<file path="src/rtl/msi_pkg.sv">
package msi_pkg;
    localparam int STATE_W = 2;
    localparam int BUS_W   = 2;

    typedef enum logic [STATE_W-1:0] {
        ST_I = 2'b00,
        ST_S = 2'b01,
        ST_M = 2'b10
    } line_st_e;

    typedef enum logic [BUS_W-1:0] {
        BUS_NONE = 2'b00,
        BUS_RD   = 2'b01,
        BUS_RDX  = 2'b10,
        BUS_UPG  = 2'b11
    } bus_op_e;

    typedef enum logic [1:0] {
        PEND_NONE = 2'b00,
        PEND_RD   = 2'b01,
        PEND_WR   = 2'b10
    } pend_e;

    typedef struct packed {
        logic cpu_valid;
        logic cpu_write;
        logic cpu_hit;
        logic evict;
        logic snp_hit;
        logic snp_write;
        logic fill_done;
    } line_evt_t;

    typedef struct packed {
        line_st_e state;
        pend_e    pend;
        bus_op_e  bus;
        logic     wb;
    } line_ctl_t;

    function automatic logic holds_data(line_st_e s);
        return s != ST_I;
    endfunction

    function automatic logic is_dirty(line_st_e s);
        return s == ST_M;
    endfunction
endpackage

</file>
<file path="src/rtl/msi_evt_pack.sv">
module msi_evt_pack
    import msi_pkg::*;
(
    input  logic      cpu_valid,
    input  logic      cpu_write,
    input  logic      cpu_hit,
    input  logic      cpu_evict,
    input  logic      snp_valid,
    input  logic      snp_write,
    input  logic      snp_match,
    input  logic      fill_done,
    output line_evt_t evt
);
    always_comb begin
        evt.cpu_valid = cpu_valid;
        evt.cpu_write = cpu_write;
        evt.cpu_hit   = cpu_hit;
        evt.evict     = cpu_evict;
        evt.snp_hit   = snp_valid & snp_match;
        evt.snp_write = snp_write;
        evt.fill_done = fill_done;
    end
endmodule

</file>
<file path="src/rtl/msi_next_ctl.sv">
module msi_next_ctl
    import msi_pkg::*;
(
    input  line_ctl_t cur,
    input  line_evt_t evt,
    output line_ctl_t nxt
);
    logic tag_hit;

    always_comb begin
        tag_hit    = evt.cpu_hit & holds_data(cur.state);
        nxt        = cur;
        nxt.bus    = BUS_NONE;
        nxt.wb     = 1'b0;
        if (cur.pend != PEND_NONE) begin
            if (evt.fill_done) begin
                nxt.state = (cur.pend == PEND_RD) ? ST_S : ST_M;
                nxt.pend  = PEND_NONE;
            end
        end else if (evt.snp_hit) begin
            if (evt.snp_write) begin
                nxt.wb    = is_dirty(cur.state);
                nxt.state = ST_I;
            end else if (is_dirty(cur.state)) begin
                nxt.wb    = 1'b1;
                nxt.state = ST_S;
            end
        end else if (evt.evict) begin
            nxt.wb    = is_dirty(cur.state);
            nxt.state = ST_I;
        end else if (evt.cpu_valid) begin
            if (tag_hit) begin
                if (evt.cpu_write && cur.state == ST_S) begin
                    nxt.bus   = BUS_UPG;
                    nxt.state = ST_M;
                end
            end else begin
                nxt.wb    = is_dirty(cur.state);
                nxt.state = ST_I;
                nxt.pend  = evt.cpu_write ? PEND_WR : PEND_RD;
                nxt.bus   = evt.cpu_write ? BUS_RDX : BUS_RD;
            end
        end
    end
endmodule

</file>
<file path="src/rtl/msi_ctl_reg.sv">
module msi_ctl_reg
    import msi_pkg::*;
(
    input  logic      clk,
    input  logic      rst,
    input  line_ctl_t d,
    output line_ctl_t q
);
    always_ff @(posedge clk) begin
        if (rst) begin
            q.state <= ST_I;
            q.pend  <= PEND_NONE;
            q.bus   <= BUS_NONE;
            q.wb    <= 1'b0;
        end else begin
            q <= d;
        end
    end
endmodule

</file>
<file path="src/rtl/msi_line_ctrl.sv">
module msi_line_ctrl
    import msi_pkg::*;
(
    input  logic               clk,
    input  logic               rst,
    input  logic               cpu_valid,
    input  logic               cpu_write,
    input  logic               cpu_hit,
    input  logic               cpu_evict,
    input  logic               snp_valid,
    input  logic               snp_write,
    input  logic               snp_match,
    input  logic               fill_done,
    output logic [STATE_W-1:0] line_state,
    output logic [BUS_W-1:0]   bus_req,
    output logic               wb_req,
    output logic               busy
);
    line_evt_t evt;
    line_ctl_t ctl_q;
    line_ctl_t ctl_d;

    msi_evt_pack u_pack (
        .cpu_valid (cpu_valid),
        .cpu_write (cpu_write),
        .cpu_hit   (cpu_hit),
        .cpu_evict (cpu_evict),
        .snp_valid (snp_valid),
        .snp_write (snp_write),
        .snp_match (snp_match),
        .fill_done (fill_done),
        .evt       (evt)
    );

    msi_next_ctl u_next (
        .cur (ctl_q),
        .evt (evt),
        .nxt (ctl_d)
    );

    msi_ctl_reg u_reg (
        .clk (clk),
        .rst (rst),
        .d   (ctl_d),
        .q   (ctl_q)
    );

    assign line_state = ctl_q.state;
    assign bus_req    = ctl_q.bus;
    assign wb_req     = ctl_q.wb;
    assign busy       = (ctl_q.pend != PEND_NONE);

    AST_STATE_LEGAL: assert property (@(posedge clk) disable iff (rst)
        line_state != 2'b11);
    AST_RD_WAITS: assert property (@(posedge clk) disable iff (rst)
        bus_req == BUS_RD |-> busy);
    AST_RDX_WAITS: assert property (@(posedge clk) disable iff (rst)
        bus_req == BUS_RDX |-> busy);
    AST_UPG_LANDS_M: assert property (@(posedge clk) disable iff (rst)
        bus_req == BUS_UPG |-> (line_state == ST_M && !busy));
    AST_M_HIT_QUIET: assert property (@(posedge clk) disable iff (rst)
        (!busy && line_state == ST_M && cpu_valid && cpu_hit && !cpu_evict
         && !(snp_valid && snp_match))
        |=> (bus_req == BUS_NONE && !wb_req && line_state == ST_M));
    AST_WB_FROM_M: assert property (@(posedge clk) disable iff (rst)
        wb_req |-> $past(line_state) == ST_M);
    AST_SNWR_INVAL: assert property (@(posedge clk) disable iff (rst)
        (!busy && snp_valid && snp_match && snp_write) |=> line_state == ST_I);
    AST_PEND_INVALID: assert property (@(posedge clk) disable iff (rst)
        busy |-> line_state == ST_I);
endmodule

</file>
<file path="config.mk">
export PLATFORM = sky130hd
export DESIGN_NAME = msi_line_ctrl
export DESIGN_NICKNAME = d
export VERILOG_FILES = /design/src/rtl/msi_pkg.sv /design/src/rtl/msi_evt_pack.sv /design/src/rtl/msi_next_ctl.sv /design/src/rtl/msi_ctl_reg.sv /design/src/rtl/msi_line_ctrl.sv
export SDC_FILE = /design/constraint.sdc
export NUM_CORES = 1
export LEC_CHECK = 0
export ABC_CLOCK_PERIOD_IN_PS = 4100
export BUFFER_PORTS_ARGS = -buffer_cell sky130_fd_sc_hd__buf_2
export CORE_AREA = 2 2 39 41
export CTS_CLUSTER_SIZE = 12
export DETAILED_ROUTE_END_ITERATION = 10
export DIE_AREA = 0 0 41 43
export GPL_TIMING_DRIVEN = 0
export SYNTH_ARGS = -nofsm -noshare
export SYNTH_HDL_FRONTEND = slang
export SYNTH_SLANG_ARGS = --single-unit
</file>
<file path="constraint.sdc">
create_clock -name clk -period 4.1 [get_ports clk]
set_input_delay 0.82 -clock clk [delete_from_list [all_inputs] [get_ports clk]]
set_output_delay 0.82 -clock clk [all_outputs]
set_load 0.01 [all_outputs]
</file>
---- After elaboration in Yosys (flattened, before gate mapping) ----
Cells that the tools add are included.
storage, ports and cells
  register bits after elaboration ......... 7
  bits in latches ......................... 0
  bits in writable memories ............... 0
  ROM bits ................................ 0
  bits of input ports ..................... 10
  output and inout bits ................... 6
  word-level logic and storage cells ...... 46
  memories kept ........................... 0
cells by class
  add/sub/neg operators ................... 0
  $mul .................................... 0
  div/mod/pow operators ................... 0
  order comparisons ....................... 0
  equality and inequality tests ........... 9
  shifts and indexed selects .............. 0
  multiplexer cells ....................... 21
  bitwise logic cells ..................... 3
  reductions and logical operators ........ 9
operator list
  kind                number
  $mux 2              11
  $mux 4              4
  $mux 7              1
  $ne 2x2->1 const B  3
  $reduce_bool 2->1   3
  $mux 1              5
  $ne 5x5->1 const B  1
  $reduce_and 5->1    1
  $reduce_or 5->1     1
  $eq 2x1->1 const B  2
  $ne 4x3->1 const B  1
  $reduce_and 4->1    1
  $reduce_bool 4->1   1
  $and 1x1->1         2
  $eq 2x2->1 const B  1
  $ne 2x1->1 const B  1
  $reduce_or 2->1     1
  $logic_and 1x1->1   1
  $not 1->1           1

---- Longest topological paths before layout ----
  word-level depth ........................ 8
  gate-level depth with buffers ........... 5
  gate-level depth less buffers ........... 5

---- Cells and area by module ----
From an unflattened synthesis, not the netlist that was laid out.
unflattened totals
  cell total of the unflattened synthesis .. 56
  area total of the unflattened synthesis .. 430.4 µm²
by module, submodules not included
  module         instances  cells an instance  area an instance (µm²)
  msi_next_ctl   1          34                 188.9
  msi_ctl_reg    1          14                 183.9
  msi_evt_pack   1          7                  51.3
  msi_line_ctrl  1          1                  6.3

---- Worst setup path before layout ----
No wires, ideal clock.
  path type ............................... input to register
  from .................................... input port cpu_write
  to ...................................... register u_reg.q[5] (netlist name)
  library setup time ...................... 86 ps
  data arrival time ....................... 1643 ps
  data required time ...................... 4014 ps
  path slack .............................. 2370 ps
  cell stages on the path ................. 4
  path buffers ............................ 0
  path through ............................ nand3b_1 -> a311oi_2 -> nor2_2 -> a221oi_2
between the ends
  cells in the longest elaborated chain, start to end .. 3
ends and longest elaborated chain
  item                        line                source
  from (decl)                 msi_line_ctrl.sv:7  input logic cpu_write,
  $logic_and 1x1->1           msi_next_ctl.sv:33  if (evt.cpu_write && cur.state == ST_S) begin
  $ne 5x5->1 (no line)        -
  $reduce_and 4->1 (no line)  -
  to (decl)                   msi_ctl_reg.sv:7    output line_ctl_t q
No other way between the ends.
A chain may end at the register's enable or synchronous reset.

---- Final worst setup path ----
  from .................................... register u_reg.q[5] (netlist name)
  to ...................................... output port line_state[0]
RTL lines
  item       line                 source
  to (decl)  msi_line_ctrl.sv:14  output logic [STATE_W-1:0] line_state,
No word-level cell between the ends.

==> impl_metrics.json <==
{
  "start_util_pct": 30.7,
  "antenna_found_initial": 0,
  "synth_nets": 61,
  "area_growth_pct": 28.6,
  "placed_cell_area_um2": 519,
  "vdd_drop_max_mv": 0.232,
  "rr_endpoint": "u_reg.q[5]",
  "synth-adder-area-share_pct": 0,
  "clock_path_buffers": 2,
  "setup_tns_ns": 0,
  "largestRegisters": "u_reg.q: 7 flops",
  "drc": 0,
  "dr_wl_met3_um": 35,
  "finClkSkew_ns": 0.00368,
  "crit_path_max_fanout": 9,
  "synthSimpleGateAreaFrac_pct": 25.1,
  "start_kind": "flip-flop",
  "fin_nets": 81,
  "synth-xor-area-share_pct": 0,
  "slew_headroom_pct": 76.2,
  "max_freq_ghz": 0.550,
  "grt_pass1_vias": 365,
  "yosys_warnings": 0,
  "vias": 415,
  "wl_um": 932,
  "syn_inst": 51,
  "htree_num_levels": 1,
  "cts_sinks": 7,
  "io_pins": 16,
  "port-buffer-count": 15,
  "r2r_slack_ns": 2.66,
  "ys_ff_latch": 7,
  "cp.arrival_ns": 1.00,
  "total_power_mw": 0.166,
  "top_register": "u_reg.q",
  "worstSetupPathType": "flip-flop to output pin",
  "ctsResizeCount": 0,
  "grt_pass1_wl_mm": 1.45,
  "endpoint_kind": "output pin",
  "clock-root-buffer": "clkbuf_4",
  "fin_hold_ws_ns": 0.564,
  "cap_violations": 0,
  "top_layer_used": "met3",
  "fp.dieH_um": 43,
  "gp_congestion": 0.685,
  "worstReg2RegStart": "u_reg.q[5]",
  "finalCriticalPeriod_ns": 1.82,
  "first_iter_violations": 0,
  "synthMuxAreaShare_pct": 0,
  "cp-startpoint": "u_reg.q[5]",
  "grt_max_degree": 10,
  "status": "complete, no violations",
  "syn_area_um2": 424,
  "synth_top_family_by_area": "compound AO/OA/AOI/OAI gates",
  "required_ns": 3.28,
  "ant_nets": 0,
  "n_antenna_cell": 0,
  "slew_viol_final": 0,
  "dp_hpwl_um": 774,
  "post_drt_wl_per_cell_um": 10.8,
  "clock_latency_ns": 0.24,
  "hold_start": "u_reg.q[6]",
  "drive_gt1_share_pct": 40.0,
  "synth_compound_area_share_pct": 31.3,
  "synth_cell_type_count": 27,
  "clkTransAtPathRegs_ns": 0.05,
  "fillers": 153,
  "dr.pass1.iters": 1,
  "met1_length_um": 425,
  "worstHoldEndpoint": "u_reg.q[0]",
  "holdPathStages": 2,
  "synth.avg_cell_area_um2": 8.32,
  "worst_pin_slew_ns": 0.357,
  "die_w_um": 41,
  "hp-class": "flip-flop to flip-flop",
  "pwr_density_cell_nw_per_um2": 305,
  "cts_buffers": 3,
  "largest_reg_flops": 7,
  "globalRouteTotalUtil_pct": 12.0,
  "hold_violations": 0,
  "fp.dieArea_um2": 1760,
  "overflow": 0,
  "place_inst": 82,
  "post_cts_buffers": 0,
  "power_leakage_nw": 0.263,
  "finalSetupViolations": 0,
  "fin_crit_sh_pct": 44.3,
  "met2WireLength_um": 471,
  "r2r_cells": 4,
  "cts_hold_buf": 0,
  "cts_tree": "built",
  "core_area_um2": 1380,
  "final_cells": 86,
  "via_per_inst": 4.83,
  "design_area_um2": 546,
  "rsz0062_at_grt": "false",
  "rows": 14,
  "ys_seq_area_share_pct": 33.0
}
stage by stage:
step / setup slack (ns) / util [%]
after global placement: 2.15 / 37.5
after floorplan: 2.37 / -
after CTS: 2.25 / 39.4
after global routing: 2.20 / 39.4
after detailed placement: 2.14 / 37.5
final: 2.28 / 39.4
cell families after synthesis:
group	Yosys count
simple gates	20
compound gates	16
buf+inv	8
flops	7
metal layers:
layer	track usage [%]	vias to the layer above
met5	0	-
met1	12.6	183
met2	21.3	9
met4	0	0
li1	-	223
met3	6.28	0
critical path, cell delays in order, from the launching register on:
cell and delay (ns):
dfxtp_1 0.48, buf_4 0.16, buf_2 0.11
worst max path at each step:
stage,slack [ns],to,depth (start not counted)
2_1_floorplan,2.37,u_reg.q[5],4
3_3_place_gp,2.15,u_reg.q[5],5
3_5_place_dp,2.14,u_reg.q[5],5
4_1_cts,2.25,line_state[0],2
5_1_grt,2.20,line_state[0],2
6_report,2.28,line_state[0],2
cell type report:
| class | instances | area, um2 | share of cell area (%) |
|---|---|---|---|
| buffer | 4 | 30.0 | 5.50 |
| tap | 16 | 20.0 | 3.67 |
| sequential | 7 | 140 | 25.7 |
| timing repair buffer | 15 | 75.1 | 13.8 |
| clock buffer | 4 | 26.3 | 4.82 |
| multi-input combinational | 36 | 239 | 43.8 |
| inverter | 4 | 15.0 | 2.75 |
cell usage after synthesis:
library cell  count  share of area [%]
a211o_1           1                2.1
a21o_1            1                1.8
a21oi_1           3                3.5
a221oi_2          1                3.5
a2bb2oi_1         1                2.1
a311oi_2          1                3.5
a41oi_1           1                2.1
and3_2            1                1.8
and3b_1           1                2.1
buf_4             4                7.1
dfxtp_1           7                 33
inv_1             3                2.7
inv_2             1               0.88
nand2_1           3                2.7
nand3_1           3                3.5
nand3b_1          1                1.8
nor2_1            6                5.3
nor2_2            1                1.5
nor2_4            1                2.7
nor3_1            2                2.4
o21a_1            2                3.5
o21ai_0           1                1.2
o21bai_1          1                1.8
o22a_1            1                2.1
o31ai_1           1                1.8
o32a_1            1                2.4
or3_1             1                1.5
cell usage in the layout (no fill, tap or decap), types with 2 or more instances in the layout:
cell,instances
inv_1,3
dfxtp_1,7
nand2_1,3
nand3_1,3
nor3_1,2
a21oi_1,3
o21a_1,2
clkbuf_4,3
nor2_1,6
buf_4,4
buf_2,15
power breakdown:
part | leakage (nW) | switching (mW) | total (mW) | internal, mW
Clock | 0.0150 | 0.0218 | 0.0587 | 0.0369
Sequential | 0.0568 | 0.00361 | 0.0744 | 0.0707
Combinational | 0.191 | 0.0167 | 0.0333 | 0.0166
Total | 0.263 | 0.0421 | 0.166 | 0.124
Power figures use the tool's default switching activity.
